File: config.mk
export PLATFORM = sky130hd
export DESIGN_NAME = watch_timer
export DESIGN_NICKNAME = d
export VERILOG_FILES = /design/src/rtl/wt_pkg.sv /design/src/rtl/wt_divider.sv /design/src/rtl/wt_tap_decode.sv /design/src/rtl/wt_irq_gen.sv /design/src/rtl/watch_timer.sv
export SDC_FILE = /design/constraint.sdc
export NUM_CORES = 1
export LEC_CHECK = 0
export CELL_PAD_IN_SITES_DETAIL_PLACEMENT = 2
export CELL_PAD_IN_SITES_GLOBAL_PLACEMENT = 2
export CORE_MARGIN = 2
export CORE_UTILIZATION = 35
export CTS_BUF_LIST = sky130_fd_sc_hd__clkbuf_2 sky130_fd_sc_hd__clkbuf_4 sky130_fd_sc_hd__clkbuf_8
export CTS_CLUSTER_DIAMETER = 150
export DETAILED_ROUTE_END_ITERATION = 10
export DONT_BUFFER_PORTS = 1
export PLACE_DENSITY = 0.76
export SYNTH_ARGS = -nofsm -noshare
export SYNTH_HDL_FRONTEND = slang
export SYNTH_SLANG_ARGS = --single-unit
export TNS_END_PERCENT = 5
File: constraint.sdc
create_clock -name clk -period 1.5 [get_ports clk]
set_clock_uncertainty 0.15 [all_clocks]
set_input_delay 0.075 -clock clk [delete_from_list [all_inputs] [get_ports clk]]
set_output_delay 0.075 -clock clk [all_outputs]
set_load 0.005 [all_outputs]
File: src/rtl/wt_pkg.sv
package wt_pkg;

    typedef enum logic [1:0] {
        IVL_LONG    = 2'd0,
        IVL_HALF    = 2'd1,
        IVL_QUARTER = 2'd2,
        IVL_SHORT   = 2'd3
    } ivl_sel_e;

    typedef struct packed {
        logic run;
        logic tick;
        logic ie;
    } wt_ctl_t;

    typedef struct packed {
        logic [3:0] hit;
        logic [3:0] tone;
    } wt_taps_t;

    localparam int unsigned NUM_SEL = 4;

    function automatic int unsigned tone_bit(input int unsigned slow_exp,
                                             input int unsigned sel);
        return slow_exp - 1 - sel;
    endfunction

endpackage

File: src/rtl/wt_divider.sv
module wt_divider #(
    parameter int unsigned CNT_W = 15
) (
    input  logic                clk,
    input  logic                rst,
    input  wt_pkg::wt_ctl_t     ctl,
    output logic [CNT_W-1:0]    cnt
);
    always_ff @(posedge clk) begin
        if (rst || !ctl.run) begin
            cnt <= '0;
        end else if (ctl.tick) begin
            cnt <= cnt + 1'b1;
        end
    end
endmodule

File: src/rtl/wt_tap_decode.sv
module wt_tap_decode #(
    parameter int unsigned CNT_W      = 15,
    parameter int unsigned IVL_E0     = 15,
    parameter int unsigned IVL_E1     = 14,
    parameter int unsigned IVL_E2     = 13,
    parameter int unsigned IVL_E3     = 7,
    parameter int unsigned TONE_SLOW  = 7
) (
    input  logic [CNT_W-1:0]  cnt,
    output wt_pkg::wt_taps_t  taps
);
    localparam int unsigned EXPS [4] = '{IVL_E0, IVL_E1, IVL_E2, IVL_E3};

    for (genvar i = 0; i < wt_pkg::NUM_SEL; i++) begin : g_tap
        localparam int unsigned E  = EXPS[i];
        localparam int unsigned TB = wt_pkg::tone_bit(TONE_SLOW, i);
        // all bits below the tap set: the next tick rolls the tap over
        assign taps.hit[i]  = &cnt[E-1:0];
        assign taps.tone[i] = cnt[TB];
    end
endmodule

File: src/rtl/wt_irq_gen.sv
module wt_irq_gen (
    input  logic              clk,
    input  logic              rst,
    input  wt_pkg::wt_ctl_t   ctl,
    input  wt_pkg::ivl_sel_e  sel,
    input  logic [3:0]        hit,
    output logic              irq
);
    logic fire;

    always_comb begin
        fire = ctl.run && ctl.tick && ctl.ie && hit[sel];
    end

    always_ff @(posedge clk) begin
        if (rst) begin
            irq <= 1'b0;
        end else begin
            irq <= fire;
        end
    end
endmodule

File: src/rtl/watch_timer.sv
module watch_timer #(
    parameter int unsigned CNT_W     = 15,
    parameter int unsigned IVL_E0    = 15,
    parameter int unsigned IVL_E1    = 14,
    parameter int unsigned IVL_E2    = 13,
    parameter int unsigned IVL_E3    = 7,
    parameter int unsigned TONE_SLOW = 7
) (
    input  logic       clk,
    input  logic       rst,
    input  logic       wclk_tick,
    input  logic       run_en,
    input  logic [1:0] ivl_sel,
    input  logic [1:0] tone_sel,
    input  logic       irq_en,
    output logic       irq_pulse,
    output logic       buzz_out
);
    import wt_pkg::*;

    wt_ctl_t           ctl;
    wt_taps_t          taps;
    logic [CNT_W-1:0]  cnt;
    ivl_sel_e          isel;

    always_comb begin
        ctl.run  = run_en;
        ctl.tick = wclk_tick;
        ctl.ie   = irq_en;
        isel     = ivl_sel_e'(ivl_sel);
    end

    wt_divider #(.CNT_W(CNT_W)) u_div (
        .clk (clk),
        .rst (rst),
        .ctl (ctl),
        .cnt (cnt)
    );

    wt_tap_decode #(
        .CNT_W     (CNT_W),
        .IVL_E0    (IVL_E0),
        .IVL_E1    (IVL_E1),
        .IVL_E2    (IVL_E2),
        .IVL_E3    (IVL_E3),
        .TONE_SLOW (TONE_SLOW)
    ) u_dec (
        .cnt  (cnt),
        .taps (taps)
    );

    wt_irq_gen u_irq (
        .clk (clk),
        .rst (rst),
        .ctl (ctl),
        .sel (isel),
        .hit (taps.hit),
        .irq (irq_pulse)
    );

    assign buzz_out = run_en & taps.tone[tone_sel];
endmodule

Word-level counts from Yosys, hierarchy flattened
Cells that the tools add are included.

word-level totals
  flip-flop bits (word level) = 16
  bits of input ports = 9
  output and inout bits = 2

cells by class
  add/subtract/negate cells = 1
  magnitude comparators = 2
  muxes and demuxes = 4
  bitwise gates (word level) = 1
  reduce and logical (&&, ||, !) cells = 9

operators with widths
  cell                     count
  $add A15 B1 Y15 const B  1
  $reduce_and A15 Y1       1
  $reduce_and A14 Y1       1
  $reduce_and A13 Y1       1
  $reduce_and A7 Y1        1
  $lt A2 B3 Y1 const B     2
  $bmux W1 S2              2
  $logic_and A1 B1 Y1      3
  $mux W1                  2
  $and A1 B1 Y1            1
  $logic_not A1 Y1         1
  $logic_or A1 B1 Y1       1

Logic depth before layout (Yosys ltp)
  depth after elaboration = 4
  mapped depth = 5

Modules after synthesis
Synthesis repeated with hierarchy kept, for this count alone.

second synthesis, totals
  cell total of the unflattened synthesis = 103
  area total of the unflattened synthesis = 904.6 um^2

modules (own cells, without submodules)
  module         instances  cells each  area an instance (um^2)  seq. area each (um^2)
  wt_divider     1          82          719.4                    300.3
  wt_tap_decode  1          15          98.8                     0.0
  wt_irq_gen     1          4           57.6                     20.0
  watch_timer    1          2           28.8                     0.0

Least setup slack after synthesis
No wires, ideal clock.

  path type = register to register
  from = reg u_div.cnt[0]
  to = reg u_div.cnt[12]
  setup time = 0.128 ns
  data arrival time = 1.183 ns
  required time = 1.222 ns
  setup slack = 0.040 ns
  stages on the path, launching flop included = 6
  period minus slack after synthesis = 1.460 ns
  cells stage by stage = dfxtp_1 > ha_1 > nand3_1 > nor4_2 > xnor2_1 > nor2_1

on the way
  cells in the longest elaborated chain, start to end = 1

ends and longest elaborated chain
  what                    RTL line          text
  from (decl)             wt_divider.sv:7   output logic [CNT_W-1:0] cnt
  from (signal assigned)  wt_divider.sv:13  cnt <= cnt + 1'b1;
  $add A15 B1 Y15         wt_divider.sv:13

Every way passes these cells.
A chain may end at the register's enable or synchronous reset.

Final worst setup path
  from = reg u_div.cnt[5]
  to = out buzz_out

on the way
  cells in the longest elaborated chain, start to end = 3

ends and longest elaborated chain
  what                           RTL line           text
  $bmux W1 S2                    watch_timer.sv:61  assign buzz_out = run_en & taps.tone[tone_sel];
  $mux W1 (not written as such)  watch_timer.sv:61
  $and A1 B1 Y1                  watch_timer.sv:61
  to (decl)                      watch_timer.sv:17  output logic buzz_out

Every way passes these cells. The select of a mux whose other input is x is not followed.

==> reports/metrics.sh <==
GROUTE.USAGE.OVERALL_PCT=20.2
PATH_CLASS='reg -> out'
WORSTHOLDPATHTYPE='in -> reg'
MIN_PERIOD_OVER_PERIOD_PCT=107
YS_FF_LATCH=16
MET1WIRELENGTH_UM=868
CLOCK.FMAX_GHz=0.625
CTS.PATH.MAX_BUFFERS=2
VIOLATIONS='setup timing'
DIE_HEIGHT_UM=51.2
FINAL_PERIOD_MINUS_WORST_SETUP_SLACK_NS=1.60
FINAL-SEQ-AREA_UM2=330
YOSYSSEQAREASHARE_PCT=41.2
NETLIST.AREA_LEADER.SHARE_PCT=41.2
SYN_AREA_UM2=778
MAXSLEWHEADROOM_PCT=71.1
POSTSYNTHCELLCOUNT=85
ROUTE.MET3.WL_UM=74
START_UTIL_PCT=36.2
STATUS='finished, violations left'
GRT_START_MAX_NET_PINS=11
LEAKAGEPOWER_nW=0.376
POSTPLACECELLAREA_UM2=862
GRT_FIRST_PASS_WIRELENGTH_UM=3740
PWRDENS_nW_PER_UM2=735
REPORT.FINAL.SLEW_VIOL_COUNT=0
CLOCK_TREE.ROOT_CELL='sky130_fd_sc_hd__clkbuf_4'
CRITICAL_PATH_REQUIRED_NS=1.27
WORST-SLEW-PIN-TRANSITION_NS=0.434
STD_CELL_ROWS=17
MAX_CAP_VIOL_COUNT=0
SYNTH_FP_NETS=95
DP_WIRELENGTH_UM=1570
TIMING.RR.START='u_div.cnt[0]'
NETLIST-CELL-TYPE-COUNT=28
ANTENNA_LEFT=0
CLKLATENCYLATEPIN_NS=0.29
NUM_VIAS=689
MET2WIRELENGTH_UM=1270
VIAS_IN_THE_FIRST_GLOBAL_ROUTE=813
FP.DIEAREA_UM2=2620
GR-TOTAL-OVERFLOW=0
FINAL-HOLD-VIOLATION-COUNT=0
SYNTH_TOP_AREA_CELL='sky130_fd_sc_hd__dfxtp_1'
SYNTHARSTFLOPSHARE_PCT=0
CTS_TREE='built'
CTS_MADE_BUFFERS=3
CLKTRANSATPATHREGS_NS=0.10
CRITPATHLAUNCHTYPE='register'
SYNTHFLOPTYPE='sky130_fd_sc_hd__dfxtp_1'
AREA_OCCUPIED_BY_MULTI_INPUT_GATES_UM2=472
ANTENNA_FOUND_INITIAL=0
TIMING.FINAL.WS_SETUP_NS=-0.0998
NETS=114
YOSYSWARNINGS=0
SINKS_ON_THE_CLOCK_NET=16
SYNTHTOPCELLSBYCOUNT='sky130_fd_sc_hd__nor2_1 (17), sky130_fd_sc_hd__dfxtp_1 (16), sky130_fd_sc_hd__xnor2_1 (7)'
YOSYS.CELL_COUNT.TOP_TYPE='sky130_fd_sc_hd__nor2_1'
DIE_W_UM=51.2
POST_ROUTE_CELLS_DRIVE_ABOVE_1_SHARE_PCT=34.0
WORSTSETUPENDPOINTTYPE='output port'
HIGHEST_LAYER='met4'
CTS_MAX_LEVEL=1
ROUTED_WIRELENGTH_UM=2270
WORST_HOLD_STARTPOINT='ivl_sel[1]'
DRT_FIRST_PASS_ITERS=2
RSZ_0062_RAISED_AFTER_GLOBAL_ROUTING='true'
AVGSYNTHCELLAREA_UM2=9.16
ROUTE.DETAILED.DRC=0
FIN_AREA_UM2=1030
FINALSETUPVIOLCOUNT=6
AVGROUTEDWIREPERCELL_UM=17.3
SYNTH_EDF_COUNT=0
GP_CONGESTION=0.741
ARRIVAL_NS=1.37
TOTAL_POWER_DRAW_W=0.000761
YS_TOP_CELLS_BY_AREA='sky130_fd_sc_hd__dfxtp_1 (41%), sky130_fd_sc_hd__nor2_1 (8.2%), sky130_fd_sc_hd__xnor2_1 (7.9%)'
RELATIVE_AREA_CHANGE_FROM_SYNTHESIS_TO_FINAL_LAYOUT_PCT=33.0
CRITPATHLAUNCH='u_div.cnt[5]'
DRTITER0DRC=1
IO-PIN-COUNT=11
NUMPORTBUFFERS=0
CORE_AREA_UM2=2150
FINALCOREUTILIZATION_PCT=48.2
DIODES=0
NFILLCELLS=239
ROUTED_VIA_DENSITY=5.26
WORST_IR_DROP_VDD_mV=0.442
CRITICAL_PATH.MAX_FANOUT=2
[cells by family (layout without fill, tap and decap cells)]
group	Yosys count	in the layout	share of synthesized area, %
simple gates	43	43	31.5
flops	16	16	41.2
xor+xnor	12	12	13.5
buf+inv	6	24	3.86
compound gates	5	5	4.18
mux	2	2	4.18
fa+ha+maj	1	1	1.61
[where the power goes]
group | switching (W) | internal [W]
Combinational | 0.0000194 | 0.0000205
Sequential | 0.00000172 | 0.000424
Clock | 0.000147 | 0.000148
Total | 0.000168 | 0.000593
[state kept, by name, indices dropped and copies added, names as in the netlist]
register and flops:
u_div.cnt 15, u_irq.irq 1
[layout by cell type, fill, tap and decap left out, drive strengths merged, types with 3 or more instances in the layout]
cell type	n
nor2	17
dfxtp	16
clkbuf	4
nand4	5
xnor2	7
xor2	5
buf	12
dlygate4sd3	4
inv	3
nor3	5
nand3	5
nand2	3
nor4	3
[area by class of cell]
| class | count | share of cell area, % |
|---|---|---|
| inverter | 3 | 1.09 |
| clock buffer | 4 | 3.51 |
| timing repair buffer | 17 | 14.5 |
| tap | 28 | 3.39 |
| sequential | 16 | 31.9 |
| multi-input combinational | 63 | 45.6 |
[stage by stage]
step	instances	setup slack (ns)	hold WS (ns)	TNS, ns
after global placement	119	0.0285	0.0812	0
after floorplan	85	0.0396	0.0690	0
final	131	-0.0998	0.0207	-0.302
after global routing	131	-0.179	0.0263	-0.989
after detailed placement	119	-0.0230	0.0873	-0.0230
after CTS	131	-0.115	0.0135	-0.545
[what timing repair did]
item,CTS,global route
hold buffers,5,0
setup buffers,3,0
pin swaps,2,3
endpoints found under the hold margin,7,0
gates resized for setup,7,11
endpoints found under the setup margin,7,10
[critical path: stages (launching register included)]
cell	delay (ns)
sky130_fd_sc_hd__dfxtp_4	0.36
sky130_fd_sc_hd__buf_6	0.11
sky130_fd_sc_hd__mux4_2	0.46
sky130_fd_sc_hd__and2_4	0.16
[worst paths after layout]
check                  endpoint  cells after the start  slack, ns
setup / recovery       buzz_out                      3       -0.1
hold / removal        u_irq.irq                      4       0.02
setup reg to reg  u_div.cnt[12]                      5       -0.1
hold reg to reg   u_div.cnt[13]                      2       0.39
[routing by layer]
layer | track usage (%) | vias up
met2 | 39.4 | 14
li1 | - | 328
met4 | 10.8 | 0
met3 | 2.92 | 5
met1 | 20.2 | 342
met5 | 0 | -
(Power assumes the default switching activity.)
